## src/rtl/incr_stream_pkg.sv

```systemverilog
package incr_stream_pkg;

    typedef enum logic [1:0] {
        TR_IDLE   = 2'b00,
        TR_BUSY   = 2'b01,
        TR_NONSEQ = 2'b10,
        TR_SEQ    = 2'b11
    } trans_e;

    localparam logic [2:0] BURST_OPEN_INCR = 3'b001;

    localparam int BOUNDARY_LOG2 = 10;

    function automatic logic trans_active(input logic [1:0] t);
        return t[1];
    endfunction

endpackage

```

## src/rtl/incr_addr_step.sv

```systemverilog
module incr_addr_step #(
    parameter int AW  = 32,
    parameter int BND = 10
) (
    input  logic          clk,
    input  logic          rst,
    input  logic          load,
    input  logic [AW-1:0] load_addr,
    input  logic [2:0]    size,
    input  logic          step,
    output logic [AW-1:0] cur_addr,
    output logic          at_bound
);
    logic [AW-1:0] stride;

    always_comb begin
        stride   = AW'(1) << size;
        at_bound = (cur_addr[BND-1:0] == '0);
    end

    always_ff @(posedge clk) begin
        if (rst) begin
            cur_addr <= '0;
        end else if (load) begin
            cur_addr <= load_addr;
        end else if (step) begin
            cur_addr <= cur_addr + stride;
        end
    end
endmodule

```

## src/rtl/incr_beat_sched.sv

```systemverilog
module incr_beat_sched #(
    parameter int CW   = 16,
    parameter int MAXB = 8
) (
    input  logic          clk,
    input  logic          rst,
    input  logic          load,
    input  logic [CW-1:0] load_beats,
    input  logic          slot_open,
    input  logic          prev_active,
    input  logic          data_ok,
    input  logic          at_bound,
    output logic          issue,
    output logic          seq,
    output logic          gap,
    output logic          more,
    output logic          last,
    output logic          pull
);
    localparam int KW = $clog2(MAXB + 1);

    logic [CW-1:0] rem;
    logic [KW-1:0] run;

    always_comb begin
        more  = (rem != '0);
        last  = (rem == CW'(1));
        gap   = prev_active && (run == KW'(MAXB));
        pull  = slot_open && more && !gap;
        issue = pull && data_ok;
        seq   = prev_active && !at_bound;
    end

    always_ff @(posedge clk) begin
        if (rst) begin
            rem <= '0;
            run <= '0;
        end else if (load) begin
            rem <= load_beats;
            run <= '0;
        end else if (issue) begin
            rem <= rem - CW'(1);
            run <= seq ? run + KW'(1) : KW'(1);
        end
    end
endmodule

```

## src/rtl/incr_data_phase.sv

```systemverilog
module incr_data_phase #(
    parameter int DW = 32
) (
    input  logic          clk,
    input  logic          rst,
    input  logic          slot_open,
    input  logic          addr_active,
    input  logic          addr_last,
    input  logic          capture,
    input  logic [DW-1:0] cap_data,
    input  logic          zero_done,
    output logic [DW-1:0] hwdata,
    output logic          dp_busy,
    output logic          done
);
    logic [DW-1:0] held;
    logic          dp_last;

    always_ff @(posedge clk) begin
        if (rst) begin
            held    <= '0;
            hwdata  <= '0;
            dp_busy <= 1'b0;
            dp_last <= 1'b0;
            done    <= 1'b0;
        end else begin
            if (capture) held <= cap_data;
            if (slot_open) begin
                dp_busy <= addr_active;
                dp_last <= addr_last;
                if (addr_active) hwdata <= held;
            end
            done <= (slot_open && dp_busy && dp_last) || zero_done;
        end
    end
endmodule

```

## src/rtl/incr_stream_mgr.sv

```systemverilog
module incr_stream_mgr
    import incr_stream_pkg::*;
#(
    parameter int AW        = 32,
    parameter int DW        = 32,
    parameter int CW        = 16,
    parameter int MAX_BURST = 8
) (
    input  logic          clk,
    input  logic          rst,
    input  logic          cmd_valid,
    output logic          cmd_ready,
    input  logic [AW-1:0] cmd_addr,
    input  logic [2:0]    cmd_size,
    input  logic [CW-1:0] cmd_beats,
    input  logic          cmd_write,
    input  logic          wr_valid,
    output logic          wr_ready,
    input  logic [DW-1:0] wr_data,
    output logic [1:0]    htrans,
    output logic [AW-1:0] haddr,
    output logic [2:0]    hburst,
    output logic [2:0]    hsize,
    output logic          hwrite,
    output logic [DW-1:0] hwdata,
    input  logic          hready,
    output logic          done
);
    trans_e        htrans_q;
    logic [AW-1:0] haddr_q;
    logic [2:0]    size_q;
    logic          wr_q;
    logic          last_q;

    logic [AW-1:0] cur_addr;
    logic          at_bound;
    logic          issue, seq, gap, more, last, pull;
    logic          dp_busy;
    logic          cmd_fire;
    logic          prev_active;
    logic          data_ok;

    always_comb begin
        prev_active = trans_active(htrans_q);
        data_ok     = !wr_q || wr_valid;
        cmd_ready   = !(more || prev_active || dp_busy);
        cmd_fire    = cmd_valid && cmd_ready;
        wr_ready    = pull && wr_q;
        htrans      = htrans_q;
        haddr       = haddr_q;
        hburst      = BURST_OPEN_INCR;
        hsize       = size_q;
        hwrite      = wr_q;
    end

    incr_addr_step #(.AW(AW), .BND(BOUNDARY_LOG2)) u_addr (
        .clk(clk), .rst(rst), .load(cmd_fire), .load_addr(cmd_addr),
        .size(size_q), .step(issue), .cur_addr(cur_addr), .at_bound(at_bound)
    );

    incr_beat_sched #(.CW(CW), .MAXB(MAX_BURST)) u_sched (
        .clk(clk), .rst(rst), .load(cmd_fire), .load_beats(cmd_beats),
        .slot_open(hready), .prev_active(prev_active), .data_ok(data_ok),
        .at_bound(at_bound), .issue(issue), .seq(seq), .gap(gap),
        .more(more), .last(last), .pull(pull)
    );

    incr_data_phase #(.DW(DW)) u_dphase (
        .clk(clk), .rst(rst), .slot_open(hready), .addr_active(prev_active),
        .addr_last(last_q), .capture(issue && wr_q), .cap_data(wr_data),
        .zero_done(cmd_fire && (cmd_beats == '0)), .hwdata(hwdata),
        .dp_busy(dp_busy), .done(done)
    );

    always_ff @(posedge clk) begin
        if (rst) begin
            htrans_q <= TR_IDLE;
            haddr_q  <= '0;
            size_q   <= '0;
            wr_q     <= 1'b0;
            last_q   <= 1'b0;
        end else begin
            if (cmd_fire) begin
                size_q <= cmd_size;
                wr_q   <= cmd_write;
            end
            if (hready) begin
                htrans_q <= issue ? (seq ? TR_SEQ : TR_NONSEQ) : TR_IDLE;
                if (issue) haddr_q <= cur_addr;
                last_q <= issue && last;
            end
        end
    end
endmodule

```

## config.mk

```make
export PLATFORM = sky130hd
export DESIGN_NAME = incr_stream_mgr
export DESIGN_NICKNAME = d
export VERILOG_FILES = /design/src/rtl/incr_stream_pkg.sv /design/src/rtl/incr_addr_step.sv /design/src/rtl/incr_beat_sched.sv /design/src/rtl/incr_data_phase.sv /design/src/rtl/incr_stream_mgr.sv
export SDC_FILE = /design/constraint.sdc
export NUM_CORES = 1
export LEC_CHECK = 0
export BUFFER_PORTS_ARGS = -buffer_cell sky130_fd_sc_hd__buf_2
export CAP_MARGIN = 40
export CORE_UTILIZATION = 55
export CTS_CLUSTER_SIZE = 16
export DETAILED_ROUTE_END_ITERATION = 8
export GPL_TIMING_DRIVEN = 0
export PLACE_DENSITY = 0.8
export SYNTH_ARGS = -nofsm -noshare
export SYNTH_HDL_FRONTEND = slang
export SYNTH_HIERARCHICAL = 1
export SYNTH_SLANG_ARGS = --single-unit
```

## constraint.sdc

```tcl
create_clock -name clk -period 3.58 [get_ports clk]
set_input_delay 0.179 -clock clk [delete_from_list [all_inputs] [get_ports clk]]
set_output_delay 0.179 -clock clk [all_outputs]
set_load 0.01 [all_outputs]
```

==> flow_metrics.env, run 1 <==
export IMPL_rsz0062_at_grt="false"
export IMPL_synth_warnings=6
export IMPL_cts_max_path_buffers=2
export IMPL_r2r_slack_ns=0.32
export IMPL_regArea_sq_um=3160
export IMPL_fmax_ghz=0.307
export IMPL_ios=165
export IMPL_tightestPinTransition_ns=0.652
export IMPL_total_power_mw=6.16
export IMPL_slew_headroom_pct=56.6
export IMPL_grt_overflow=0
export IMPL_reg2reg_from="u_sched/rem[0]"
export IMPL_start_util_pct=57.4
export IMPL_drv_slew=0
export IMPL_startpoint_type="flop"
export IMPL_cts_htree_levels=4
export IMPL_drive_above_1_share_pct=24.5
export IMPL_path_clk_slew_ns=0.06
export IMPL_hold_path_depth=3
export IMPL_track_usage_pct=30.7
export IMPL_synthesis_area_sq_um=7720
export IMPL_hold_viol_final=0
export IMPL_min_to="u_dphase/held[14]"
export IMPL_crit_path_top_delay_cell="nor3b_2"
export IMPL_instances_no_fill=1281
export IMPL_post_drt_wl_per_cell_microns=17.0
export IMPL_insertion_delay_ns=0.43
export IMPL_drv_cap=0
export IMPL_critPathBufInv=6
export IMPL_first_global_vias=7096
export IMPL_antenna_cells=0
export IMPL_drtIter0Drc=643
export IMPL_criticalPathCategory="flop to flop"
export IMPL_die_h_microns=120
export IMPL_status="finished clean"
export IMPL_ant_nets=0
export IMPL_cp_startpoint="u_sched/rem[0]"
export IMPL_crit_arrival_ns=3.54
export IMPL_die_area_sq_um=14500
export IMPL_dp_cells=1213
export IMPL_hp_class="input port to flop"
export IMPL_syn_area_per_cell_sq_um=8.81
export IMPL_die_x_microns=120
export IMPL_cts_sinks=158
export IMPL_setup_viol=0
export IMPL_worstPathMaxFanout=10
export IMPL_drc=0
export IMPL_path_cells="inv_1 > ha_1 > nor3b_2 > nand2_1 > nor2_1 > inv_1 > nor4b_4 > buf_4 > inv_1 > clkbuf_1 > clkbuf_1 > o21ai_0 > a31oi_1"
export IMPL_ir_worst_vdd_uv=373
export IMPL_gp_congestion=0.927
export IMPL_grt_pass1_wl_mm=34.9
export IMPL_cts_inserted_buffers=17
export IMPL_max_stage_delay_ns=0.41
export IMPL_core_area_sq_um=13500
export IMPL_cellPowerDensity_nw_per_um2=637
export IMPL_finalClockSkew_ns=0.00900
export IMPL_dr_pass1_iters=5
export IMPL_area_growth_pct=25.3
export IMPL_critPathTopFamily="buffers and inverters"
export IMPL_avgViaCountPerCell=5.80
export IMPL_worst_r2r_endpoint="u_addr/cur_addr[26]"
export IMPL_grt_max_degree=19
export IMPL_reg2regPathDepth=13
export IMPL_final_nets=1195
export IMPL_fp_row_count=42
export IMPL_min_period_ns=3.26
export IMPL_cellLeakagePower_nw=3.94
export IMPL_root_buffer="clkbuf_16"
export IMPL_vias=7432
export IMPL_multi_input_area_sq_um=4110
export IMPL_post_dp_hpwl_mm=14.8
export IMPL_finalCritPeriodShare_pct=91.1
export IMPL_fillers=1072
export IMPL_critical_path_endpoint_type="flop"
export IMPL_cp_common_cell="inv_1"
export IMPL_cts_tree="built"
export IMPL_syn_inst=876
export IMPL_drt_total_wl_mm=21.8
export IMPL_hold_start="wr_data[14]"
export IMPL_port_buffers=160
export IMPL_antenna_found_initial=0
export IMPL_cp_required_ns=3.86
-- stage by stage --
stage	TNS, ns	area, sq um	hold slack [ns]	worst slack, ns	util [%]
2_1_floorplan	0	7720	0.317	0.703	-
3_3_place_gp	-0.126	8740	0.411	-0.0531	65.0
3_5_place_dp	-0.0460	8740	0.421	-0.0172	65.0
4_1_cts	0	9670	0.00360	0.332	71.9
5_1_grt	0	9670	0.00494	0.0503	71.9
6_report	0	9670	0.00951	0.320	71.9
-- cells in the final DEF, fill, tap and decap left out, types with 12 or more instances in the layout --
master	n
dfxtp_1	158
nand3_1	56
a211oi_1	26
nor3_1	12
a21oi_1	87
mux2i_1	42
buf_2	176
o21ai_0	17
and3_1	14
dlygate4sd3_1	34
nand2_1	95
ha_1	12
xor2_1	15
inv_1	16
a21bo_1	24
nor2_1	90
clkbuf_16	17
clkbuf_1	22
-- sequential cells by signal, summed over array words and instances, names as in the netlist --
signal / count
haddr: 32
hsize: 3
htrans: 2
hwrite: 1
last_q: 1
u_addr/cur_addr: 32
u_dphase/done: 1
u_dphase/dp_busy: 1
u_dphase/dp_last: 1
u_dphase/held: 32
u_dphase/hwdata: 32
u_sched/rem: 16
u_sched/run: 4
-- worst register-to-register path: cells and delay by family (launching register included) --
family,cells,cell delay [ns]
buffers and inverters,6,1.13
adders and majority gates,1,0.16
AOI/OAI and AO/OA,2,0.34
DFF,1,0.36
and+or+nand+nor,4,1.10
-- worst max path at each step --
stage | to | slack (ns) | cells past startpoint
2_1_floorplan | u_addr/cur_addr[1] | 0.70 | 10
3_3_place_gp | u_addr/cur_addr[7] | -0.05 | 12
3_5_place_dp | u_addr/cur_addr[7] | -0.02 | 12
4_1_cts | u_addr/cur_addr[1] | 0.33 | 13
5_1_grt | u_addr/cur_addr[26] | 0.05 | 13
6_report | u_addr/cur_addr[26] | 0.32 | 13
-- per-layer routing --
layer | share of wire [%] | global-route usage, % | routed length [microns] | vias to the layer above
met5 | 0 | 0 | 0 | -
met2 | 46 | 49.0 | 10100 | 296
met1 | 44 | 38.9 | 9500 | 3507
met3 | 8.0 | 9.34 | 1750 | 49
met4 | 2.4 | 11.6 | 514 | 0
li1 | - | - | - | 3580
-- area by class of cell --
| class | instances | area share (%) |
|---|---|---|
| timing repair buffer | 197 | 12.0 |
| inverter | 17 | 0.660 |
| buffer | 60 | 4.02 |
| clock inverter | 11 | 1.23 |
| multi-input combinational | 642 | 42.5 |
| tap | 176 | 2.28 |
| sequential | 158 | 32.7 |
| clock buffer | 20 | 4.62 |
-- timing repair --
| action | in CTS | in global routing |
|---|---|---|
| endpoints found under the setup margin | 13 | 2 |
| resized for setup | 0 | 2 |
| pin swaps | 1 | 0 |
| endpoints found under the hold margin | 35 | 0 |
| hold buffers | 34 | 0 |
| setup buffers | 3 | 0 |
-- power by group --
group | switching, mW | leakage, nW | internal, mW
logic | 1.22 | 2.39 | 0.867
registers | 0.316 | 1.28 | 2.01
clock network | 0.720 | 0.268 | 1.03
total | 2.25 | 3.94 | 3.91
Power figures use the tool's default switching activity.
==> run 2, diff against run 1 <==
--- a/config.mk
+++ b/config.mk
@@ -11,7 +11,8 @@
 export CTS_CLUSTER_SIZE = 16
 export DETAILED_ROUTE_END_ITERATION = 8
 export GPL_TIMING_DRIVEN = 0
-export PLACE_DENSITY = 0.8
+export PLACE_DENSITY = 0.82
+export REMOVE_ABC_BUFFERS = 1
 export SYNTH_ARGS = -nofsm -noshare
 export SYNTH_HDL_FRONTEND = slang
 export SYNTH_HIERARCHICAL = 1
==> run 2 against run 1 <==
Effect of this change:
- critical path depth unchanged
- routed wire length shrank 9.9%
- hold slack better by 0.0041 ns
- first-iteration DRC count down 9.0%
- combinational power down 2%
- clock-buffer cell count is 1 higher
- utilization fell by 1.3 points
- die area stayed put
- global-route usage down 3.5 points
- sequential share of layout area grew 0.62 points
- sequential power is essentially flat
- critical path type unchanged
- largest power group unchanged
==> flow_metrics.env, run 2 (synthesis gave the netlist of run 1 again) <==
export IMPL_setup_viol=0
export IMPL_slew_headroom_pct=47.3
export IMPL_antenna_found_initial=0
export IMPL_instances_no_fill=1226
export IMPL_cts_max_path_buffers=2
export IMPL_min_period_ns=3.34
export IMPL_wl_met2_mm=9.63
export IMPL_grt_pass1_wl_mm=31.7
export IMPL_ant_nets=0
export IMPL_ir_worst_vdd_uv=382
export IMPL_drive_above_1_share_pct=23.5
export IMPL_status="finished clean"
export IMPL_start_util_pct=57.4
export IMPL_crit_path_top_delay_cell="dfxtp_1"
export IMPL_grt_overflow=0
export IMPL_die_h_microns=120
export IMPL_criticalPathCategory="flop to flop"
export IMPL_max_stage_delay_ns=0.36
export IMPL_track_usage_pct=27.2
export IMPL_cp_common_cell="inv_1"
export IMPL_drt_met1_wl_mm=8.53
export IMPL_core_area_sq_um=13500
export IMPL_path_clk_slew_ns=0.06
export IMPL_first_global_vias=6625
export IMPL_insertion_delay_ns=0.42
export IMPL_critPathTopFamily="simple AND/OR/NAND/NOR gates"
export IMPL_port_buffers=161
export IMPL_finalCritPeriodShare_pct=93.2
export IMPL_drv_cap=0
export IMPL_final_common_cell="buf_2"
export IMPL_startpoint_type="flop"
export IMPL_met3WireLength_mm=1.03
export IMPL_fp_row_count=42
export IMPL_die_area_sq_um=14500
export IMPL_post_drt_wl_per_cell_microns=16.0
export IMPL_root_buffer="clkbuf_16"
export IMPL_cts_inserted_buffers=17
export IMPL_drv_slew=0
export IMPL_cp_required_ns=3.92
export IMPL_rsz0062_at_grt="false"
export IMPL_worstPathMaxFanout=23
export IMPL_critical_path_endpoint_type="flop"
export IMPL_final_nets=1140
export IMPL_path_cells="inv_1 > ha_1 > nor3b_4 > nand2_1 > nor2_2 > inv_1 > nor4b_4 > buf_8 > clkinvlp_4 > buf_16 > and3_1 > mux2_1 > a211oi_1"
export IMPL_ios=165
export IMPL_fin_tns_setup_ns=0
export IMPL_drtIter0Drc=585
export IMPL_antenna_cells=0
export IMPL_post_dp_hpwl_mm=12.6
export IMPL_die_x_microns=120
export IMPL_area_growth_pct=23.0
export IMPL_grt_max_degree=107
export IMPL_vias=7062
export IMPL_post_route_util_pct=70.6
export IMPL_tightestPinTransition_ns=0.790
export IMPL_finalClockSkew_ns=0.00668
export IMPL_drt_total_wl_mm=19.7
export IMPL_critPathBufInv=5
export IMPL_gp_congestion=0.880
export IMPL_drc=0
export IMPL_cts_htree_levels=4
export IMPL_total_power_mw=6.16
export IMPL_dr_pass1_iters=6
export IMPL_top_layer="met4"
export IMPL_dp_cells=1165
export IMPL_hold_viol_final=0
export IMPL_hp_class="input port to flop"
export IMPL_avgViaCountPerCell=5.76
export IMPL_final_cell_mix="buf_2, dfxtp_1, nand2_1"
export IMPL_fmax_ghz=0.300
export IMPL_cellLeakagePower_nw=3.79
export IMPL_crit_arrival_ns=3.68
export IMPL_cellPowerDensity_nw_per_um2=649
export IMPL_cts_sinks=158
export IMPL_cts_tree="built"
## run 2: cell types whose count changed in the layout (fill, tap and decap cells not counted), moves of 2 or more
cell and change:
buf_12 +2, buf_6 -5, clkbuf_1 -19, clkbuf_8 -6, dlygate4sd3_1 -6, clkinv_2 -2, buf_16 +4, buf_8 +4
buf_4 -10, buf_2 -16, buf_1 -2
## run 2: final cells by class
type / count / area [sq um]
clock buffer: 21 / 450
clock inverter: 10 / 139
fill: 1070 / 3960
inverter: 17 / 70.1
multi-input combinational: 642 / 4130
sequential: 158 / 3160
tap: 176 / 220
timing repair buffer: 201 / 1320
timing repair inverter: 1 / 5.00
## run 2: per-layer routing
metal,up-vias,track usage (%)
met4,0,10.7
met2,245,46.2
met3,39,5.05
met1,3322,34.1
met5,-,0
li1,3456,-
## run 2: worst reg2reg max path: stages, from the launching register on
cell and delay (ns):
dfxtp_1 0.36, inv_1 0.11, ha_1 0.19, nor3b_4 0.33, nand2_1 0.20, nor2_2 0.22
inv_1 0.13, nor4b_4 0.31, buf_8 0.22, clkinvlp_4 0.29, buf_16 0.26, and3_1 0.16
mux2_1 0.27, a211oi_1 0.19
## run 2: path summary, 6_finish.rpt
check,start,end,slack [ns],depth (start not counted)
worst min-delay path,cmd_beats[15],u_sched/rem[15],0.01,3
worst max register to register,u_sched/rem[0],u_addr/cur_addr[29],0.24,13
worst max-delay path,u_sched/rem[0],u_addr/cur_addr[29],0.24,13
worst min register to register,haddr[8],haddr[8],0.45,2
## run 2: power breakdown
| part | switching (mW) | leakage, nW | internal [mW] |
|---|---|---|---|
| Clock | 0.701 | 0.276 | 1.11 |
| Sequential | 0.305 | 1.28 | 2.01 |
| Combinational | 1.18 | 2.24 | 0.859 |
| Total | 2.19 | 3.79 | 3.98 |
## run 2: per-stage QoR
stage / worst slack (ns) / cell area [sq um] / hold slack [ns]
4_1_cts: 0.103 / 9460 / 0.000113
3_5_place_dp: -0.286 / 8590 / 0.416
6_report: 0.243 / 9500 / 0.0136
3_3_place_gp: -2.47 / 8360 / 0.410
2_1_floorplan: -0.893 / 7340 / 0.248
5_1_grt: 0.0515 / 9500 / 0.0129
## run 2: timing repair
item,in CTS,in global routing
resized for setup,1,4
endpoints found under the hold margin,27,1
hold buffers,27,1
pin swaps,1,0
setup endpoints to repair,9,6
gates cloned,0,1
buffers inserted,1,0
==> run 3, diff against run 2 <==
--- a/config.mk
+++ b/config.mk
@@ -7,7 +7,7 @@
 export LEC_CHECK = 0
 export BUFFER_PORTS_ARGS = -buffer_cell sky130_fd_sc_hd__buf_2
 export CAP_MARGIN = 40
-export CORE_UTILIZATION = 55
+export CORE_UTILIZATION = 54
 export CTS_CLUSTER_SIZE = 16
 export DETAILED_ROUTE_END_ITERATION = 8
 export GPL_TIMING_DRIVEN = 0
@@ -15,5 +15,4 @@
 export REMOVE_ABC_BUFFERS = 1
 export SYNTH_ARGS = -nofsm -noshare
 export SYNTH_HDL_FRONTEND = slang
-export SYNTH_HIERARCHICAL = 1
 export SYNTH_SLANG_ARGS = --single-unit
==> run 3 against run 2 <==
Effect of this change:
- largest power group unchanged
- hold slack lost 0.0047 ns
- area after synthesis is 4.9% lower
- clock power grew 6%
- via count grew 4.8%
- synthesized cell count rose by 5.0%
- sequential cell count is the same
- sequential share of layout area increased by 0.96 points
==> flow_metrics.env, run 3 <==
export IMPL_status="finished clean"
export IMPL_tightestPinTransition_ns=0.854
export IMPL_drc=0
export IMPL_rsz0062_at_grt="false"
export IMPL_ios=165
export IMPL_ys_top_cells_by_count="nand2_1, dfxtp_1, a21oi_1"
export IMPL_final_cell_mix="nand2_1, buf_2, dfxtp_1"
export IMPL_place_area_sq_um=8280
export IMPL_finalCritPeriodShare_pct=89.5
export IMPL_cp_required_ns=3.89
export IMPL_drt_total_wl_mm=20.6
export IMPL_min_period_ns=3.20
export IMPL_ys_types=69
export IMPL_synth_main_ff_cell="dfxtp_1"
export IMPL_synthArstFlopShare_pct=0
export IMPL_core_area_sq_um=13200
export IMPL_path_cells="inv_1 > ha_1 > and4b_1 > nor3_1 > nand2_4 > buf_12 > or4_1 > a311oi_1"
export IMPL_synth_top_area_cell="dfxtp_1"
export IMPL_yosys_top_cells_area="dfxtp_1, nand2_1, a21oi_1"
export IMPL_drt_met1_wl_mm=8.79
export IMPL_track_usage_pct=29.7
export IMPL_yosysSeqAreaShare_pct=43.1
export IMPL_drv_slew=0
export IMPL_setup_viol=0
export IMPL_cellPowerDensity_nw_per_um2=677
export IMPL_final_common_cell="nand2_1"
export IMPL_dr_pass1_iters=5
export IMPL_die_h_microns=119
export IMPL_worst_slack_ns=0.376
export IMPL_finalClockSkew_ns=0.00938
export IMPL_hp_class="input port to flop"
export IMPL_crit_path_top_delay_cell="nor3_1"
export IMPL_slew_headroom_pct=42.6
export IMPL_pre_cts_ws_ns=0.0431
export IMPL_grt_overflow=0
export IMPL_ir_worst_vdd_uv=383
export IMPL_fmax_ghz=0.312
export IMPL_syn_inst=920
export IMPL_final_nets=1176
export IMPL_area_growth_pct=25.7
export IMPL_yosysTopAreaCellShare_pct=43.1
export IMPL_drive_above_1_share_pct=20.6
export IMPL_first_global_vias=6925
export IMPL_die_area_sq_um=14100
export IMPL_crit_arrival_ns=3.51
export IMPL_die_x_microns=119
export IMPL_worstPathMaxFanout=36
export IMPL_port_buffers=161
export IMPL_startpoint_type="flop"
export IMPL_grt_max_degree=79
export IMPL_criticalPathCategory="flop to flop"
export IMPL_critical_path_endpoint_type="flop"
export IMPL_syn_area_per_cell_sq_um=7.98
export IMPL_instances_no_fill=1264
export IMPL_cts_tree="built"
export IMPL_synthesis_area_sq_um=7340
export IMPL_met3WireLength_mm=1.67
export IMPL_fin_tns_setup_ns=0
export IMPL_design_area_sq_um=9230
export IMPL_post_drt_wl_per_cell_microns=16.3
export IMPL_synth_edf_count=0
export IMPL_dp_cells=1200
export IMPL_path_clk_slew_ns=0.07
export IMPL_drtIter0Drc=716
export IMPL_hold_viol_final=0
export IMPL_cts_max_path_buffers=2
export IMPL_grt_pass1_wl_mm=33.7
export IMPL_avgViaCountPerCell=5.86
export IMPL_fp_row_count=42
export IMPL_synth_seq_cells=158
export IMPL_cts_setup_buffers=0
export IMPL_gp_congestion=0.901
export IMPL_yosysMostFrequentCell="nand2_1"
export IMPL_cts_htree_levels=4
export IMPL_synth_warnings=0
export IMPL_max_stage_delay_ns=0.70
export IMPL_root_buffer="clkbuf_16"
export IMPL_post_route_util_pct=69.7
export IMPL_insertion_delay_ns=0.43
export IMPL_cts_sinks=158
export IMPL_top_layer="met4"
export IMPL_cts_inserted_buffers=17
export IMPL_cellLeakagePower_nw=3.68
export IMPL_wl_met2_mm=9.85
export IMPL_drv_cap=0
export IMPL_start_util_pct=55.4
export IMPL_antenna_found_initial=1
export IMPL_ant_nets=0
export IMPL_post_dp_hpwl_mm=12.9
export IMPL_vias=7402
[run 3: critical path, delay by kind of cell, from the launching register on]
family | cells | cell delay (ns)
AND/OR/NAND/NOR | 4 | 1.75
flip-flops | 1 | 0.39
AO/OA/AOI/OAI | 1 | 0.36
buffers and inverters | 2 | 0.35
adder cells (fa/ha/maj) | 1 | 0.20
[run 3: path summary, 6_finish.rpt]
kind              cells after the start  slack, ns                  end        startpoint
setup / recovery                      8       0.38  u_addr.cur_addr[22]    u_sched.run[0]
hold / removal                        3      0.009   u_addr.cur_addr[8]       cmd_addr[8]
setup reg to reg                      8       0.38  u_addr.cur_addr[22]    u_sched.run[0]
hold reg to reg                       2       0.45   u_dphase.hwdata[5]  u_dphase.held[5]
[run 3: area by class of cell]
| type | count | area [sq um] |
|---|---|---|
| diodes | 1 | 2.50 |
| clock buffers | 17 | 425 |
| clock inverters | 15 | 199 |
| fillers | 1025 | 4020 |
| inverters | 14 | 52.6 |
| multi-input cells | 680 | 3790 |
| flip-flops and latches | 158 | 3160 |
| well taps | 176 | 220 |
| repair buffers | 203 | 1380 |
[run 3: where the power goes]
part / switching, mW / internal [mW] / total [mW]
logic: 1.22 / 0.818 / 2.04
clock network: 0.793 / 1.13 / 1.92
registers: 0.285 / 2.01 / 2.29
total: 2.30 / 3.95 / 6.25
[run 3: layer usage]
metal  vias to the layer above  global-route usage [%]
met5                         -                       0
met4                         0                    10.4
met3                        28                    7.43
met2                       326                    49.1
met1                      3450                    37.6
li1                       3598                       -
[run 3: cell families after synthesis]
kind of cell	after synthesis	share of synthesized area, %
buffers and inverters	83	5.56
and+or+nand+nor	405	26.1
xor gates and xnor gates	7	0.835
DFF	158	43.1
other	2	0.102
adders and majority gates	13	2.32
AOI/OAI and AO/OA	248	21.1
muxes	4	0.886
[run 3: stage by stage]
stage	hold slack (ns)	total power [mW]
finish	0.00895	6.25
CTS	0.000129	6.22
floorplan	0.248	3.56
global route	0.00221	6.59
detailed placement	0.426	4.28
global placement	0.418	4.09
[run 3: what timing repair did]
action                     CTS  global route
hold endpoints to repair    30             1
hold buffers                30             1
resized for setup            0             2
setup endpoints to repair    0            10
